<file path="config.mk">
export PLATFORM = sky130hd
export DESIGN_NAME = sd_sync_decoder
export DESIGN_NICKNAME = d
export VERILOG_FILES = /design/src/rtl/sd_sync_pkg.sv /design/src/rtl/sd_code_matcher.sv /design/src/rtl/sd_xy_check.sv /design/src/rtl/sd_line_timer.sv /design/src/rtl/sd_sync_decoder.sv
export SDC_FILE = /design/constraint.sdc
export NUM_CORES = 1
export LEC_CHECK = 0
export BUFFER_PORTS_ARGS = -buffer_cell sky130_fd_sc_hd__buf_2
export CORE_MARGIN = 2
export CORE_UTILIZATION = 30
export CTS_BUF_LIST = sky130_fd_sc_hd__clkbuf_4
export DETAILED_ROUTE_END_ITERATION = 16
export GPL_TIMING_DRIVEN = 0
export PLACE_DENSITY = 0.47
export SYNTH_ARGS = -nofsm -noshare
export SYNTH_HDL_FRONTEND = slang
export SYNTH_HIERARCHICAL = 1
export SYNTH_SLANG_ARGS = --single-unit
</file>
<file path="constraint.sdc">
create_clock -name clk -period 2.2 [get_ports clk]
set_input_delay 0.33 -clock clk [delete_from_list [all_inputs] [get_ports clk]]
set_output_delay 0.33 -clock clk [all_outputs]
set_load 0.01 [all_outputs]
</file>
<file path="src/rtl/sd_sync_pkg.sv">
// Shared types and helpers for the embedded sync timing decoder.
// Assumes status bytes use bit 7 as a marker and bits 3..0 as protection.
package sd_sync_pkg;

    typedef enum logic [1:0] {
        COMP_NONE = 2'b00,
        COMP_CB   = 2'b01,
        COMP_Y    = 2'b10,
        COMP_CR   = 2'b11
    } comp_e;

    typedef struct packed {
        logic f;
        logic v;
        logic h;
    } tflags_t;

    localparam logic [7:0] LEAD_BYTE = 8'hFF;
    localparam logic [7:0] ZERO_BYTE = 8'h00;
    localparam int         CODE_TAIL = 3;

    // True when the status byte has its marker bit and consistent protection bits.
    function automatic logic status_ok(input logic [7:0] xy);
        logic f, v, h;
        f = xy[6];
        v = xy[5];
        h = xy[4];
        return xy[7] && (xy[3:0] == {v ^ h, f ^ h, f ^ v, f ^ v ^ h});
    endfunction

    // Component type for a picture byte at a given position within its group of four.
    function automatic comp_e comp_of(input logic [1:0] pos);
        case (pos)
            2'd0:    return COMP_CB;
            2'd2:    return COMP_CR;
            default: return COMP_Y;
        endcase
    endfunction

endpackage

</file>
<file path="src/rtl/sd_code_matcher.sv">
// Lead-sequence matcher: finds FF 00 00 in the accepted byte stream and
// strobes the byte that follows as a status byte.
// Assumes bytes count only when ce is high; a 0xFF always restarts the match.
module sd_code_matcher
    import sd_sync_pkg::*;
(
    input  logic       clk,
    input  logic       rst_n,
    input  logic       ce,
    input  logic [7:0] din,
    output logic       code_stb
);

    typedef enum logic [1:0] {M_IDLE, M_LEAD, M_ZERO1, M_ZERO2} mstate_e;

    mstate_e st;

    // Advance the lead-sequence match on each accepted byte.
    always_ff @(posedge clk) begin
        if (!rst_n) begin
            st <= M_IDLE;
        end else if (ce) begin
            if (din == LEAD_BYTE) begin
                st <= M_LEAD;
            end else begin
                case (st)
                    M_LEAD:  st <= (din == ZERO_BYTE) ? M_ZERO1 : M_IDLE;
                    M_ZERO1: st <= (din == ZERO_BYTE) ? M_ZERO2 : M_IDLE;
                    default: st <= M_IDLE;
                endcase
            end
        end
    end

    // The byte after the two zeros is the status byte.
    always_comb code_stb = ce && (st == M_ZERO2);

    // once a status byte is taken, the match cannot still sit in a zero state.
    assert_match_restarts_R2: assert property (@(posedge clk) disable iff (!rst_n)
        code_stb |=> (st == M_IDLE || st == M_LEAD));

endmodule

</file>
<file path="src/rtl/sd_xy_check.sv">
// Status-byte checker: validates the framed status byte and holds the
// field, vertical-blank and horizontal flags; pulses an error on a bad byte.
// Assumes code_stb is already qualified by the byte enable.
module sd_xy_check
    import sd_sync_pkg::*;
(
    input  logic       clk,
    input  logic       rst_n,
    input  logic       ce,
    input  logic       code_stb,
    input  logic [7:0] xy,
    output tflags_t    flags,
    output logic       code_error,
    output logic       upd_eav,
    output logic       upd_sav
);

    logic good;

    // Classify the framed status byte.
    always_comb begin
        good    = status_ok(xy);
        upd_eav = code_stb && good && xy[4];
        upd_sav = code_stb && good && !xy[4];
    end

    // Hold the timing flags and raise the one-clock error pulse.
    always_ff @(posedge clk) begin
        if (!rst_n) begin
            flags      <= '{f: 1'b0, v: 1'b1, h: 1'b1};
            code_error <= 1'b0;
        end else begin
            code_error <= code_stb && !good;
            if (code_stb && good) begin
                flags <= '{f: xy[6], v: xy[5], h: xy[4]};
            end
        end
    end

    assert_flags_follow_R3: assert property (@(posedge clk) disable iff (!rst_n)
        (code_stb && good) |=> (flags == $past(xy[6:4])));

    assert_bad_code_holds_R4: assert property (@(posedge clk) disable iff (!rst_n)
        (code_stb && !good) |=> (code_error && $stable(flags)));

    assert_code_error_single_R10: assert property (@(posedge clk) disable iff (!rst_n)
        code_error |=> !code_error);

    assert_idle_holds_flags_R9: assert property (@(posedge clk) disable iff (!rst_n)
        !ce |=> ($stable(flags) && !code_error));

endmodule

</file>
<file path="src/rtl/sd_line_timer.sv">
// Line timer: counts bytes since the last accepted code, judges the gap
// and picture lengths, keeps the line standard flag and tags picture bytes.
// Assumes upd_eav/upd_sav are single-cycle pulses on accepted status bytes.
module sd_line_timer
    import sd_sync_pkg::*;
#(
    parameter int ACTIVE_LEN = 1440,
    parameter int GAP_525    = 268,
    parameter int GAP_625    = 280
) (
    input  logic  clk,
    input  logic  rst_n,
    input  logic  ce,
    input  logic  upd_eav,
    input  logic  upd_sav,
    input  logic  h_blank,
    input  logic  v_blank,
    output logic  std_625,
    output logic  len_error,
    output logic  active,
    output comp_e comp
);

    localparam int LONGEST = (ACTIVE_LEN > GAP_625 ? ACTIVE_LEN : GAP_625) + CODE_TAIL + 1;
    localparam int CNT_W   = $clog2(LONGEST + 1) + 1;
    localparam logic [CNT_W-1:0] CNT_MAX  = {CNT_W{1'b1}};
    localparam logic [CNT_W-1:0] ACT_END  = CNT_W'(ACTIVE_LEN + CODE_TAIL);
    localparam logic [CNT_W-1:0] ACT_LIM  = CNT_W'(ACTIVE_LEN);
    localparam logic [CNT_W-1:0] END_525  = CNT_W'(GAP_525 + CODE_TAIL);
    localparam logic [CNT_W-1:0] END_625  = CNT_W'(GAP_625 + CODE_TAIL);

    logic [CNT_W-1:0] run;
    logic             ref_ok;
    logic             gap_check;
    logic             act_check;
    logic             code_upd;

    // Decide which length check applies to this accepted code.
    always_comb begin
        code_upd  = upd_eav || upd_sav;
        gap_check = upd_sav && h_blank && ref_ok;
        act_check = upd_eav && !h_blank;
    end

    // Count accepted bytes since the last accepted code, saturating.
    always_ff @(posedge clk) begin
        if (!rst_n) begin
            run <= '0;
        end else if (code_upd) begin
            run <= '0;
        end else if (ce && run != CNT_MAX) begin
            run <= run + 1'b1;
        end
    end

    // Remember that a gap measurement has a valid starting point.
    always_ff @(posedge clk) begin
        if (!rst_n) begin
            ref_ok <= 1'b0;
        end else if (upd_eav) begin
            ref_ok <= 1'b1;
        end
    end

    // Judge lengths and keep the line standard flag.
    always_ff @(posedge clk) begin
        if (!rst_n) begin
            std_625   <= 1'b0;
            len_error <= 1'b0;
        end else begin
            len_error <= (act_check && run != ACT_END) ||
                         (gap_check && run != END_525 && run != END_625);
            if (gap_check && run == END_625) begin
                std_625 <= 1'b1;
            end else if (gap_check && run == END_525) begin
                std_625 <= 1'b0;
            end
        end
    end

    // Tag each accepted byte as picture sample or not, with its component.
    always_ff @(posedge clk) begin
        if (!rst_n) begin
            active <= 1'b0;
            comp   <= COMP_NONE;
        end else if (ce) begin
            if (!code_upd && !h_blank && !v_blank && run < ACT_LIM) begin
                active <= 1'b1;
                comp   <= comp_of(run[1:0]);
            end else begin
                active <= 1'b0;
                comp   <= COMP_NONE;
            end
        end
    end

    assert_std_only_on_start_R5: assert property (@(posedge clk) disable iff (!rst_n)
        !$stable(std_625) |-> $past(upd_sav));

    assert_len_error_on_code_R6_R7: assert property (@(posedge clk) disable iff (!rst_n)
        len_error |-> $past(code_upd));

    assert_len_error_single_R10: assert property (@(posedge clk) disable iff (!rst_n)
        len_error |=> !len_error);

    assert_active_in_picture_R8: assert property (@(posedge clk) disable iff (!rst_n)
        active |-> (!h_blank && !v_blank && comp != COMP_NONE));

    assert_idle_holds_tags_R9: assert property (@(posedge clk) disable iff (!rst_n)
        !ce |=> ($stable(active) && $stable(comp) && $stable(std_625) && !len_error));

endmodule

</file>
<file path="src/rtl/sd_sync_decoder.sv">
// Embedded sync timing decoder top: ties the lead matcher, status checker
// and line timer together and drives plain output ports.
// Assumes one byte per clock when ce is high; no external sync inputs.
module sd_sync_decoder
    import sd_sync_pkg::*;
#(
    parameter int ACTIVE_LEN = 1440,
    parameter int GAP_525    = 268,
    parameter int GAP_625    = 280
) (
    input  logic       clk,
    input  logic       rst_n,
    input  logic       ce,
    input  logic [7:0] din,
    output logic       h_blank,
    output logic       v_blank,
    output logic       field,
    output logic       active,
    output logic [1:0] comp,
    output logic       std_625,
    output logic       code_error,
    output logic       len_error
);

    logic    code_stb;
    logic    upd_eav;
    logic    upd_sav;
    tflags_t flags;
    comp_e   comp_w;

    sd_code_matcher u_matcher (
        .clk      (clk),
        .rst_n    (rst_n),
        .ce       (ce),
        .din      (din),
        .code_stb (code_stb)
    );

    sd_xy_check u_xy (
        .clk        (clk),
        .rst_n      (rst_n),
        .ce         (ce),
        .code_stb   (code_stb),
        .xy         (din),
        .flags      (flags),
        .code_error (code_error),
        .upd_eav    (upd_eav),
        .upd_sav    (upd_sav)
    );

    sd_line_timer #(
        .ACTIVE_LEN (ACTIVE_LEN),
        .GAP_525    (GAP_525),
        .GAP_625    (GAP_625)
    ) u_timer (
        .clk       (clk),
        .rst_n     (rst_n),
        .ce        (ce),
        .upd_eav   (upd_eav),
        .upd_sav   (upd_sav),
        .h_blank   (flags.h),
        .v_blank   (flags.v),
        .std_625   (std_625),
        .len_error (len_error),
        .active    (active),
        .comp      (comp_w)
    );

    // Expose the held flags and the component tag as plain ports.
    always_comb begin
        h_blank = flags.h;
        v_blank = flags.v;
        field   = flags.f;
        comp    = comp_w;
    end

endmodule

</file>
==> impl_metrics.ini, run 1 <==
[final_layout]
final_area_mm2 = 0.00166
nets = 211
utilization = 0.358
layout.cells.non_filler = 247
layout-drive-gt1-share = 0.212
n_antenna_cell = 0
syn_to_final_growth_pct = 16.5

[power_and_ir_drop]
ir_worst_vdd_mv = 0.170
p_leak_nw = 0.633
power.total_mw = 0.729
power.density_mw_per_mm2 = 440
p_seq_frac = 0.607
p_int_mw = 0.537
switchingPower_mw = 0.192
power.share.switching = 0.263
p_clk_frac = 0.280
combPwrFrac = 0.113

[placement]
io_buffers = 19
dpl.cell_count = 240
place_area_mm2 = 0.00158
gp_congestion = 0.887
place_ws_ps = -454
dp_hpwl_mm = 2.62

[critical_path]
rr_startpoint = u_matcher/st[0]$_SDFFE_PN0P_
r2r_end = u_timer/run[9]$_SDFFE_PP0P_
cp.arrival_ps = 2270
r2r_slack_ps = 180
startpoint = din[0]
required_ps = 2400
path_max_fanout = 8
start_kind = input port
worstSetupPathType = input port to flop
crit_path_end_kind = flop
r2r_cells = 8

[cts]
clk_pin_slew_worst_paths_ps = 150
clock-sinks = 24
cts_tree = yes
postCtsHoldBufs = 0
numCtsBuffers = 3
h-tree-depth = 1
clk_path_buf_depth = 2
clk_latency_ps = 320
cts_root_buf = clkbuf_4

[synthesis]
synth_seq_cells = 24
syn_inst = 167
avgSynthCellArea_um2 = 8.51
synth-edff-count = 0
syn_nets = 184
ys_top_cells_by_area = dfxtp_1 34%, ha_1 5.3%, nand2_1 5.3%, o21ai_0 4.9%, nor2_1 3.4%
yosysTopAreaCellShare = 0.338
syn_area_mm2 = 0.00142
yosys.area.top_type = dfxtp_1
synth_cell_types = 48
seq_area_frac_synth = 0.338
ys_warn_count = 6
synth_top_flop_cell = dfxtp_1
async_flop_share = 0

[timing]
slew_headroom = 0.479
skew_ps = 16.6
timing.fmax_mhz = 482
hold_violations = 0
tns_ps = 0
tightest_slew_ps = 771
setup_viol = 0
fin_crit_ps = 2070
slew_viol_final = 0
setup_ws_ps = 126
final.period_utilization = 0.943
fin_hold_ws_ps = 340
rsz0062_at_grt = false

[run]
maxCapViolCount = 0

[run_status]
status = complete, no violations

[die]
die_w_um = 72.8
io_pins = 20
coreArea_mm2 = 0.00463
start_util = 0.307
fp.dieH_um = 72.8
rows = 25
die_area_mm2 = 0.00530

[route]
routed_wl_mm = 3.50
viasPerCell = 5.41
drt_iter0_drc = 62
drc = 0
ant_nets = 0
drt-pass1-iter-count = 4
wl_per_cell_um = 14.2
vias = 1337

[global_route]
antenna_found_initial = 0
grt_start_max_net_pins = 17
grt_pass1_wl_mm = 5.79
overflow = 0
grt_pass1_vias = 1305
grtUsageTotal = 0.137

[worst_hold_path]
hold_end = u_matcher/st[1]$_SDFFE_PN0P_
hold_start = din[2]
hold_path_class = input port to flop
whs_path_depth = 4
power by group through the flow:
stage | combinational, mW | sequential, mW | clock (mW)
final | 0.0820 | 0.443 | 0.204
after global placement | 0.0733 | 0.452 | 0
after detailed placement | 0.0772 | 0.452 | 0
after floorplan | 0.0413 | 0.451 | 0
after CTS | 0.0778 | 0.443 | 0.218
after global routing | 0.0912 | 0.443 | 0.236
kinds of logic (layout without fill, tap and decap cells):
logic type      count (synthesis)  in the layout  synth area share
fa+ha+maj                       6              6            0.0528
flops                          24             24             0.338
simple gates                   86             86             0.369
compound gates                 35             35             0.157
buf+inv                         8             34            0.0229
mux                             3              3            0.0299
xor+xnor                        5              5            0.0308
registers in the layout (all words and copies together) (netlist names):
signal	flops
u_matcher/st	2
u_timer/active	1
u_timer/comp	2
u_timer/len_error	1
u_timer/ref_ok	1
u_timer/run	12
u_timer/std_625	1
u_xy/code_error	1
u_xy/flags	3
Yosys cell counts (2+ instances only):
cell and n:
nor4_1 2, or3_1 5, or4_1 2, a21oi_1 4, nor2b_1 4, mux2i_1 2
and2_1 2, nor4b_2 2, ha_1 6, nand4b_1 3, nand2_1 20, o21ai_0 14
xor2_1 3, o211ai_1 4, dfxtp_1 24, nor3_1 5, nor2_1 13, nand3b_1 4
nand4_1 7, inv_1 6, nand3_1 5, o21bai_1 2, xnor2_1 2, o211a_1 2
metal layers:
layer	up-vias	GRT usage	wire length, µm
met1	634	0.158	1570
met3	4	0.0180	85
met4	0	0.0597	36
li1	676	-	-
met5	-	0	0
met2	23	0.251	1810
worst max-delay path: stages:
cell,delay (ps)
buf_2,150
or2_0,240
a21o_1,160
mux4_2,560
nor3b_4,310
nor2_2,80
and2_1,250
nand3_1,110
o21ai_0,70
how the worst max path moves through the flow:
| stage | to | slack [ps] | cells after the start |
|---|---|---|---|
| 2_1_floorplan | u_timer/comp[0]$_SDFFE_PN0P_ | 110 | 8 |
| 3_3_place_gp | u_timer/comp[0]$_SDFFE_PN0P_ | -350 | 9 |
| 3_5_place_dp | u_timer/comp[0]$_SDFFE_PN0P_ | -450 | 9 |
| 4_1_cts | u_timer/comp[0]$_SDFFE_PN0P_ | 30 | 9 |
| 5_1_grt | u_timer/run[9]$_SDFFE_PP0P_ | 20 | 8 |
| 6_report | u_timer/run[1]$_SDFFE_PP0P_ | 130 | 9 |
cells in the final DEF (no fill, tap or decap), types with 3 or more instances in the layout:
master	n
nand2_1	19
nand3_1	5
o21ai_0	14
inv_1	6
nand4b_1	3
nor2b_1	4
or3_1	5
o211ai_1	4
nand3b_1	4
nor3_1	4
xor2_1	3
buf_4	3
ha_1	6
nor2_1	12
nand4_1	7
dfxtp_1	23
a21oi_1	4
buf_2	20
clkbuf_4	3
final cells by class:
cell class                 count  area, µm²
fill                         490       2970
timing repair buffer          22        118
tap                           54       67.6
multi-input combinational    135        931
inverter                       6       22.5
sequential                    24        482
clock inverter                 1       3.75
buffer                         2       10.0
clock buffer                   3       22.5
what timing repair did:
item / in CTS / in global routing
resized for setup: 1 / 5
pin swaps: 0 / 1
setup buffers: 0 / 3
endpoints found under the setup margin: 4 / 8
No activity file was read; power rests on OpenSTA's default activity.
==> run 2, diff against run 1 <==
--- a/config.mk
+++ b/config.mk
@@ -6,4 +6,5 @@
 export NUM_CORES = 1
 export LEC_CHECK = 0
+export ABC_CLOCK_PERIOD_IN_PS = 2200
 export BUFFER_PORTS_ARGS = -buffer_cell sky130_fd_sc_hd__buf_2
 export CORE_MARGIN = 2
==> constraint.sdc (replaced) <==
create_clock -name clk -period 2.2 [get_ports clk]
set_input_delay 0.11 -clock clk [delete_from_list [all_inputs] [get_ports clk]]
set_output_delay 0.11 -clock clk [all_outputs]
set_load 0.01 [all_outputs]
==> impl_metrics.ini, run 2 (synthesized netlist as in run 1, its figures left out) <==
[route]
wl_per_cell_um = 14.2
ant_nets = 0
vias = 1334
drt_iter0_drc = 60
routed_wl_mm = 3.50
viasPerCell = 5.40
drt-pass1-iter-count = 4
drc = 0

[global_route]
grt_pass1_vias = 1305
grt_pass1_wl_mm = 5.79
overflow = 0
antenna_found_initial = 0
grt_start_max_net_pins = 17
grtUsageTotal = 0.137

[critical_path]
crit_path_end_kind = flop
required_ps = 2460
r2r_slack_ps = 160
crit_end = u_timer/run[9]$_SDFFE_PP0P_
start_kind = flop
cp.arrival_ps = 2300
path_max_fanout = 5
worstSetupPathType = flop to flop
slowest_delay_ps = 510
startpoint = u_matcher/st[0]$_SDFFE_PN0P_
crit_chain = ha_1, and2_1, o211ai_1, nor3b_2, nor2_1, nand2_2, or4_1, nand2_1
rr_startpoint = u_matcher/st[0]$_SDFFE_PN0P_
r2r_end = u_timer/run[9]$_SDFFE_PP0P_
slowest_stage = or4_1
r2r_cells = 8

[cts]
numCtsBuffers = 3
cts_root_buf = clkbuf_4
h-tree-depth = 1
clk_latency_ps = 320
cts_tree = yes
clk_pin_slew_worst_paths_ps = 140
postCtsHoldBufs = 0
clk_path_buf_depth = 2
clock-sinks = 24

[run]
maxCapViolCount = 0

[die]
die_w_um = 72.8
fp.dieH_um = 72.8
start_util = 0.307
die_area_mm2 = 0.00530
rows = 25
io_pins = 20
coreArea_mm2 = 0.00463

[run_status]
status = complete, no violations

[placement]
io_buffers = 19
gp_congestion = 0.887
dp_hpwl_mm = 2.62
place_ws_ps = -234

[final_layout]
largest_reg_flops = 12
nets = 211
reg.largest.list = u_timer/run (12), u_xy/flags (3)
fillers = 493
layout-drive-gt1-share = 0.197
mostFrequentLayoutCells = 24 x dfxtp_1, 20 x buf_2, 19 x nand2_1
syn_to_final_growth_pct = 15.5
final_common_cell = dfxtp_1
regMostFlops = u_timer/run
n_antenna_cell = 0
utilization = 0.355

[timing]
skew_ps = 12.8
hold_violations = 0
tns_ps = 0
final.period_utilization = 0.926
rsz0062_at_grt = true
timing.fmax_mhz = 491
tightest_slew_ps = 785
fin_hold_ws_ps = 121
fin_crit_ps = 2040
slew_headroom = 0.470
setup_ws_ps = 163
slew_viol_final = 0
setup_viol = 0

[power_and_ir_drop]
p_seq_frac = 0.609
switchingPower_mw = 0.190
p_int_mw = 0.537
power.share.switching = 0.261
power.density_mw_per_mm2 = 443
p_clk_frac = 0.281
p_leak_nw = 0.623
combPwrFrac = 0.110
ir_worst_vdd_mv = 0.169

[worst_hold_path]
hold_path_class = input port to flop
==> run 2: layout make-up <==
type / count / area [µm²] / area share
Timing Repair Buffer: 22 / 118 / 0.0716
Inverter: 6 / 22.5 / 0.0137
Clock buffer: 3 / 22.5 / 0.0137
Clock inverter: 1 / 3.75 / 0.00229
Sequential cell: 24 / 480 / 0.293
Buffer: 2 / 10.0 / 0.00610
Multi-Input combinational cell: 135 / 917 / 0.559
Tap cell: 54 / 67.6 / 0.0412
==> run 2: stage by stage <==
stage / instances / instance area (µm²) / power (mW)
final: 247 / 1640 / 0.727
after detailed placement: 240 / 1580 / 0.529
after global routing: 247 / 1640 / 0.769
after floorplan: 167 / 1420 / 0.493
after CTS: 244 / 1610 / 0.739
after global placement: 240 / 1580 / 0.525
==> run 2: timing repair <==
action / in CTS / in global routing
pin swaps: 0 / 1
resized for setup: 1 / 1
setup buffers: 0 / 3
setup endpoints to repair: 1 / 6
hold endpoints to repair: 0 / 0
==> run 2: how the worst min path moves through the flow <==
stage / cells after the start / slack (ps) / startpoint / endpoint
after detailed placement: 2 / 430 / u_timer/active$_SDFFE_PN0P_ / u_timer/active$_SDFFE_PN0P_
after global routing: 4 / 110 / din[2] / u_matcher/st[1]$_SDFFE_PN0P_
after global placement: 2 / 430 / u_timer/active$_SDFFE_PN0P_ / u_timer/active$_SDFFE_PN0P_
after floorplan: 1 / 190 / rst_n / u_xy/flags[1]$_SDFFE_PN1P_
final: 3 / 120 / din[6] / u_xy/flags[2]$_SDFFE_PN0P_
after CTS: 4 / 100 / din[2] / u_matcher/st[1]$_SDFFE_PN0P_
==> run 2: worst max-delay path: cells and delay by family, from the launching register on <==
family | cells | cell delay, ps
fa+ha+maj | 1 | 210
simple gates | 6 | 1180
compound gates | 1 | 220
flops | 1 | 370
==> run 2: power groups by stage <==
stage	clock network (mW)	logic (mW)	registers [mW]
global route	0.236	0.0896	0.443
global placement	0	0.0733	0.452
detailed placement	0	0.0772	0.452
CTS	0.218	0.0778	0.443
floorplan	0	0.0413	0.451
finish	0.204	0.0802	0.443
==> run 2: layer usage <==
layer,global-route usage,part of all wire,vias to the layer above
li1,-,-,674
met4,0.0597,0.010,0
met2,0.251,0.52,21
met5,0,0,-
met3,0.0180,0.023,4
met1,0.158,0.45,635
